--- config.mk ---
export PLATFORM = sky130hd
export DESIGN_NAME = bank_guard
export DESIGN_NICKNAME = d
export VERILOG_FILES = /design/src/rtl/bg_pkg.sv /design/src/rtl/bg_bank_capture.sv /design/src/rtl/bg_priv_tracker.sv /design/src/rtl/bg_access_guard.sv /design/src/rtl/bank_guard.sv
export SDC_FILE = /design/constraint.sdc
export NUM_CORES = 1
export LEC_CHECK = 0
export BUFFER_PORTS_ARGS = -buffer_cell sky130_fd_sc_hd__buf_4
export CORE_MARGIN = 4
export CORE_UTILIZATION = 48
export CTS_CLUSTER_DIAMETER = 80
export DETAILED_ROUTE_END_ITERATION = 10
export HOLD_SLACK_MARGIN = 0.15
export PLACE_DENSITY = 0.84
export SLEW_MARGIN = 5
export SYNTH_ARGS = -nofsm -noshare
export SYNTH_HDL_FRONTEND = slang
export SYNTH_SLANG_ARGS = --single-unit
--- constraint.sdc ---
create_clock -name clk_i -period 5.15 [get_ports clk_i]
set_clock_uncertainty 0.05 [all_clocks]
set_input_delay 0.2575 -clock clk_i [delete_from_list [all_inputs] [get_ports clk_i]]
set_output_delay 0.2575 -clock clk_i [all_outputs]
set_load 0.005 [all_outputs]
--- src/rtl/bg_pkg.sv ---
package bg_pkg;

  localparam logic [7:0] RTI_OPCODE = 8'h40;

  // Saturating increment and floor-at-zero decrement of the nesting depth.
  function automatic int unsigned depth_up(int unsigned cur, int unsigned max_v);
    return (cur >= max_v) ? max_v : cur + 1;
  endfunction

  function automatic int unsigned depth_down(int unsigned cur);
    return (cur == 0) ? 0 : cur - 1;
  endfunction

  // Opcode fetch of the return-from-interrupt instruction.
  function automatic logic is_rti_fetch(logic vda, logic vpa, logic phase, logic [7:0] bus);
    return vda && vpa && phase && (bus == RTI_OPCODE);
  endfunction

endpackage

--- src/rtl/bg_bank_capture.sv ---
module bg_bank_capture #(
  parameter int BANK_W = 8
) (
  input  logic              clk_i,
  input  logic              rst_ni,
  input  logic              phase_i,
  input  logic [BANK_W-1:0] data_i,
  output logic [BANK_W-1:0] bank_o
);

  logic [BANK_W-1:0] bank_q;

  always_ff @(posedge clk_i) begin
    if (!rst_ni)       bank_q <= '0;
    else if (!phase_i) bank_q <= data_i;
  end

  // Transparent while the phase is low, holding once it goes high.
  assign bank_o = phase_i ? bank_q : data_i;

  // a high phase freezes the captured byte
  assert_bank_hold_R1: assert property (@(posedge clk_i) disable iff (!rst_ni)
    phase_i |=> $stable(bank_q));

endmodule

--- src/rtl/bg_priv_tracker.sv ---
module bg_priv_tracker
  import bg_pkg::*;
#(
  parameter int DEPTH_W = 4
) (
  input  logic              clk_i,
  input  logic              rst_ni,
  input  logic              vp_n_i,
  input  logic              vda_i,
  input  logic              vpa_i,
  input  logic              phase_i,
  input  logic [7:0]        data_i,
  output logic              user_mode_o,
  output logic [DEPTH_W-1:0] depth_o
);

  localparam int unsigned DEPTH_MAX = (1 << DEPTH_W) - 1;

  logic               vp_n_q, rti_seen_q;
  logic               vp_fall, rti_now, rti_pulse;
  logic               user_q, user_d;
  logic [DEPTH_W-1:0] depth_q, depth_d;

  assign vp_fall   = vp_n_q && !vp_n_i;
  assign rti_now   = is_rti_fetch(vda_i, vpa_i, phase_i, data_i);
  assign rti_pulse = rti_now && !rti_seen_q;

  always_comb begin
    user_d  = user_q;
    depth_d = depth_q;
    if (vp_fall) begin
      user_d  = 1'b0;
      depth_d = DEPTH_W'(depth_up(int'(depth_q), DEPTH_MAX));
    end else if (rti_pulse) begin
      depth_d = DEPTH_W'(depth_down(int'(depth_q)));
      if (depth_d == '0) user_d = 1'b1;
    end
  end

  always_ff @(posedge clk_i) begin
    if (!rst_ni) begin
      vp_n_q     <= 1'b1;
      rti_seen_q <= 1'b0;
      user_q     <= 1'b0;
      depth_q    <= '0;
    end else begin
      vp_n_q     <= vp_n_i;
      rti_seen_q <= rti_now;
      user_q     <= user_d;
      depth_q    <= depth_d;
    end
  end

  assign user_mode_o = user_q;
  assign depth_o     = depth_q;

  // an interrupt entry always lands in supervisor mode
  assert_vp_enters_sup_R4: assert property (@(posedge clk_i) disable iff (!rst_ni)
    vp_fall |=> !user_q);

  // a fetch held across several clocks is counted once
  assert_rti_once_R5: assert property (@(posedge clk_i) disable iff (!rst_ni)
    (rti_now && rti_seen_q && !vp_fall) |=> $stable(depth_q));

  // the last matching RTI returns to user mode
  assert_rti_to_user_R6: assert property (@(posedge clk_i) disable iff (!rst_ni)
    (rti_pulse && !vp_fall && depth_q <= DEPTH_W'(1)) |=> (user_q && depth_q == '0));

  // the depth never wraps past its ceiling
  assert_depth_saturates_R7: assert property (@(posedge clk_i) disable iff (!rst_ni)
    (vp_fall && depth_q == DEPTH_W'(DEPTH_MAX)) |=> (depth_q == DEPTH_W'(DEPTH_MAX)));

endmodule

--- src/rtl/bg_access_guard.sv ---
module bg_access_guard #(
  parameter int          ADDR_W   = 16,
  parameter int          BANK_W   = 8,
  parameter logic [7:0]  REG_PAGE = 8'hFE
) (
  input  logic                     clk_i,
  input  logic                     rst_ni,
  input  logic                     user_mode_i,
  input  logic [BANK_W-1:0]        cpu_bank_i,
  input  logic [ADDR_W-1:0]        addr_i,
  input  logic                     vda_i,
  input  logic                     vpa_i,
  input  logic                     we_i,
  input  logic [BANK_W-1:0]        wdata_i,
  output logic [BANK_W+ADDR_W-1:0] phys_o,
  output logic                     violation_o
);

  logic [BANK_W-1:0] ubank_q;
  logic              reg_page_hit;

  always_ff @(posedge clk_i) begin
    if (!rst_ni)                   ubank_q <= '0;
    else if (we_i && !user_mode_i) ubank_q <= wdata_i;
  end

  assign reg_page_hit = (addr_i[ADDR_W-1:ADDR_W-8] == REG_PAGE);
  assign phys_o       = {(user_mode_i ? ubank_q : cpu_bank_i), addr_i};
  assign violation_o  = user_mode_i && (vda_i || vpa_i) && reg_page_hit;

  // user code cannot move its own bank
  assert_ubank_locked_R9: assert property (@(posedge clk_i) disable iff (!rst_ni)
    user_mode_i |=> $stable(ubank_q));

  // supervisor accesses never flag
  assert_no_sup_violation_R8: assert property (@(posedge clk_i) disable iff (!rst_ni)
    !user_mode_i |-> !violation_o);

endmodule

--- src/rtl/bank_guard.sv ---
module bank_guard #(
  parameter int         ADDR_W   = 16,
  parameter int         BANK_W   = 8,
  parameter int         DEPTH_W  = 4,
  parameter logic [7:0] REG_PAGE = 8'hFE
) (
  input  logic                     clk_i,
  input  logic                     rst_ni,
  input  logic                     cpu_phase_i,
  input  logic [7:0]               cpu_data_i,
  input  logic [ADDR_W-1:0]        cpu_addr_i,
  input  logic                     cpu_vda_i,
  input  logic                     cpu_vpa_i,
  input  logic                     vp_n_i,
  input  logic                     ubank_we_i,
  input  logic [BANK_W-1:0]        ubank_data_i,
  output logic [BANK_W+ADDR_W-1:0] phys_addr_o,
  output logic                     user_mode_o,
  output logic                     violation_o
);

  logic [BANK_W-1:0]  cpu_bank;
  logic [DEPTH_W-1:0] depth;
  logic               user_mode;

  bg_bank_capture #(.BANK_W(BANK_W)) u_capture (
    .clk_i   (clk_i),
    .rst_ni  (rst_ni),
    .phase_i (cpu_phase_i),
    .data_i  (cpu_data_i[BANK_W-1:0]),
    .bank_o  (cpu_bank)
  );

  bg_priv_tracker #(.DEPTH_W(DEPTH_W)) u_tracker (
    .clk_i       (clk_i),
    .rst_ni      (rst_ni),
    .vp_n_i      (vp_n_i),
    .vda_i       (cpu_vda_i),
    .vpa_i       (cpu_vpa_i),
    .phase_i     (cpu_phase_i),
    .data_i      (cpu_data_i),
    .user_mode_o (user_mode),
    .depth_o     (depth)
  );

  bg_access_guard #(.ADDR_W(ADDR_W), .BANK_W(BANK_W), .REG_PAGE(REG_PAGE)) u_guard (
    .clk_i       (clk_i),
    .rst_ni      (rst_ni),
    .user_mode_i (user_mode),
    .cpu_bank_i  (cpu_bank),
    .addr_i      (cpu_addr_i),
    .vda_i       (cpu_vda_i),
    .vpa_i       (cpu_vpa_i),
    .we_i        (ubank_we_i),
    .wdata_i     (ubank_data_i),
    .phys_o      (phys_addr_o),
    .violation_o (violation_o)
  );

  assign user_mode_o = user_mode;

  // user mode is only ever held with no interrupt outstanding
  assert_user_implies_idle_R6: assert property (@(posedge clk_i) disable iff (!rst_ni)
    user_mode |-> (depth == '0));

  // supervisor mode keeps the low address untouched
  assert_low_addr_R2: assert property (@(posedge clk_i) disable iff (!rst_ni)
    phys_addr_o[ADDR_W-1:0] == cpu_addr_i);

endmodule

==> key figures <==
Synthesis
  – Ys async rst share: 0%
  – Avg Synthesized Cell Area: 8.917 sq um
  – Post-synth EDFFs: 0
  – Yosys Warn Count: 0
  – Syn Nets: 183
  – #FFs+latches synth: 23
  – Cell Area, Synth: 0.001266 sq mm
  – Number of distinct library cells after synthesis: 34
  – Synth Instances: 142
  – Post-synth top flop: dfxtp_1
  – Register area share after synthesis: 36.36%

Worst hold path
  – Min-Delay Path Class: in -> reg

Final layout
  – Total Nets Final: 219
  – Reg area: 460.4 sq um
  – P&R area growth vs syn: 26.48%
  – Area of the multi-input gates: 628.1 sq um
  – Ant diodes: 0
  – Commonest non-fill, non-tap cell in the layout: buf_4
  – Fin util: 64.06%
  – Fillers: 197
  – Layout Cells excl Fill: 207
  – Commonest non-fill, non-tap cells in the layout: buf_4, dfxtp_1, nor2_1
  – Layout cell share with drive strength beyond 1: 35.59%

GRT
  – Total track usage: 17.70%
  – First-pass GRT wire length: 4816 microns
  – Antenna violations before repair: 0
  – Largest net degree at the start of global routing: 14
  – Grt ovf: 0
  – Vias in the first global route: 1091

Floorplanning
  – Die Wd: 59.36 microns
  – Die area: 0.003524 sq mm
  – Die height: 59.36 microns
  – # rows: 18
  – Core area: 0.002500 sq mm
  – Io pins: 65
  – Initial Utilization: 50.65%

Drt
  – Final wirelength: 2917 microns
  – Via/cell ratio: 5.420
  – # DRC: 0
  – Routed len/inst: 14.09 microns
  – DRT Pass-1 Iters: 4
  – Via count: 1122
  – Drt initial violations: 44
  – Final ANT Viol Nets: 0

Power and ir drop
  – Combinational share of power: 22.5%
  – Sw Ratio: 25.55%
  – Clk pwr share: 23.1%
  – Lkg Pwr: 0.7454 nW
  – Pwr Total: 0.3563 mW
  – P_sw: 0.09105 mW
  – Pwr Density: 222.5 mW/mm^2
  – Sequential power share: 54.4%
  – Maximum VDD drop: 0.2386 mV
  – Internal Dissipation: 0.2653 mW

STA
  – Final number of hold-violating endpoints: 0
  – Peak Freq: 0.5191 GHz
  – RSZ-0062 raised after global routing: false
  – Crit share post-route: 37.41%
  – Pins Over Slew Limit: 0
  – Slew HR: 39.29%
  – Final setup vio count: 0
  – Min Tclk post-route: 1926 ps
  – Hold slack: 149.7 ps
  – Setup TNS: 0 ps
  – Tightest Pin Transition: 908.7 ps

CTS
  – TritonCTS clock tree: yes
  – Post-cts sizing count: 0
  – Max clock buf depth: 2
  – Clk slew on worst S/H paths: 130 ps
  – H-tree levels: 1
  – Worst skew pair latency: 300 ps
  – CTS buffer count: 3
  – Root buf cell: clkbuf_4
  – Clk sinks: 23

Critical path
  – Crit. End Element: primary output
  – Worst path required time: 4840 ps
  – Arrival @ worst endpoint: 1620 ps
  – Setup CP Type: reg -> out
  – Startpoint types: register
  – Critical path fanouts, max: 12

Run
  – Max Cap Viol: 0

Placed design
  – Gpl congestion: 0.7858
  – Buffers on Ports: 48
  – Hpwl dp: 2194 microns
  – Placed cell count: 196

Run status
  – Status: finished clean
per-stage QoR:
step                      instance area [sq um]  setup slack, ps
after floorplan                            1266             3149
after global placement                     1505             3053
after detailed placement                   1505             3011
after CTS                                  1602             3169
after global routing                       1602             3046
final                                      1602             3224
final timing paths:
check	slack, ps	cells after the start	endpoint	from
worst max-delay path	3220	3	violation_o	u_tracker.user_mode_o
worst min-delay path	150	3	u_guard.ubank_q[1]	ubank_data_i[1]
worst max register to register	3380	3	u_guard.ubank_q[7]	u_tracker.user_mode_o
worst min register to register	460	2	u_capture.bank_q[6]	u_capture.bank_q[6]
synth_stat cells (2+ instances only):
master | number | share of area (%)
clkbuf_1 | 5 | 1.5
and2_1 | 6 | 3.0
mux2_2 | 12 | 11
nand2b_1 | 3 | 1.5
nor2_1 | 19 | 5.6
inv_1 | 5 | 1.5
a31oi_1 | 2 | 0.99
nand2_1 | 6 | 1.8
or3_1 | 3 | 1.5
or4_1 | 2 | 1.2
mux2i_1 | 12 | 9.5
and3_1 | 2 | 0.99
buf_4 | 16 | 9.5
a21oi_1 | 3 | 1.2
dfxtp_1 | 23 | 36
o21ai_0 | 4 | 1.6
ha_1 | 2 | 2.0
layout make-up:
type	count	share of cell area (%)
clock buffers	4	1.641
inverters	5	1.172
multi-input cells	90	39.22
well taps	30	2.344
repair buffers	55	26.87
flip-flops and latches	23	28.75
metal layers:
metal / wire length [microns] / part of all wire [%] / up-vias / track usage [%]
li1: - / - / 542 / -
met3: 327 / 11 / 2 / 4.575
met4: 15 / 0.51 / 0 / 2.265
met1: 1052 / 36 / 516 / 19.92
met5: 0 / 0 / - / 0
met2: 1521 / 52 / 62 / 33.70
kinds of logic after synthesis:
kind of cell	synth area share (%)
compound gates	8.400
buf+inv	14.03
mux	20.16
flops	36.36
simple gates	19.07
fa+ha+maj	1.976
power by group through the flow:
stage               Combinational, mW  Sequential, mW  Clock, mW
floorplan                      0.0484           0.195          0
global placement               0.0728           0.197          0
detailed placement             0.0750           0.198          0
CTS                            0.0799           0.194     0.0841
global route                   0.0883           0.195     0.0935
finish                         0.0802           0.194     0.0824
sequential cells by signal (all words and copies together), names as in the netlist:
name                   flops
u_guard.ubank_q            8
u_tracker.vp_n_q           1
u_tracker.depth_o          4
u_tracker.user_mode_o      1
u_tracker.rti_seen_q       1
u_capture.bank_q           8
critical path, stage by stage (launching register included):
cell and delay (ps):
dfxtp_1 690, o211ai_1 170, nor4_1 300, buf_4 160
timing repair:
item,in CTS,in global routing
hold buffers,7,0
endpoints found under the hold margin,7,0
buffers inserted,0,0
(Power assumes the default switching activity.)
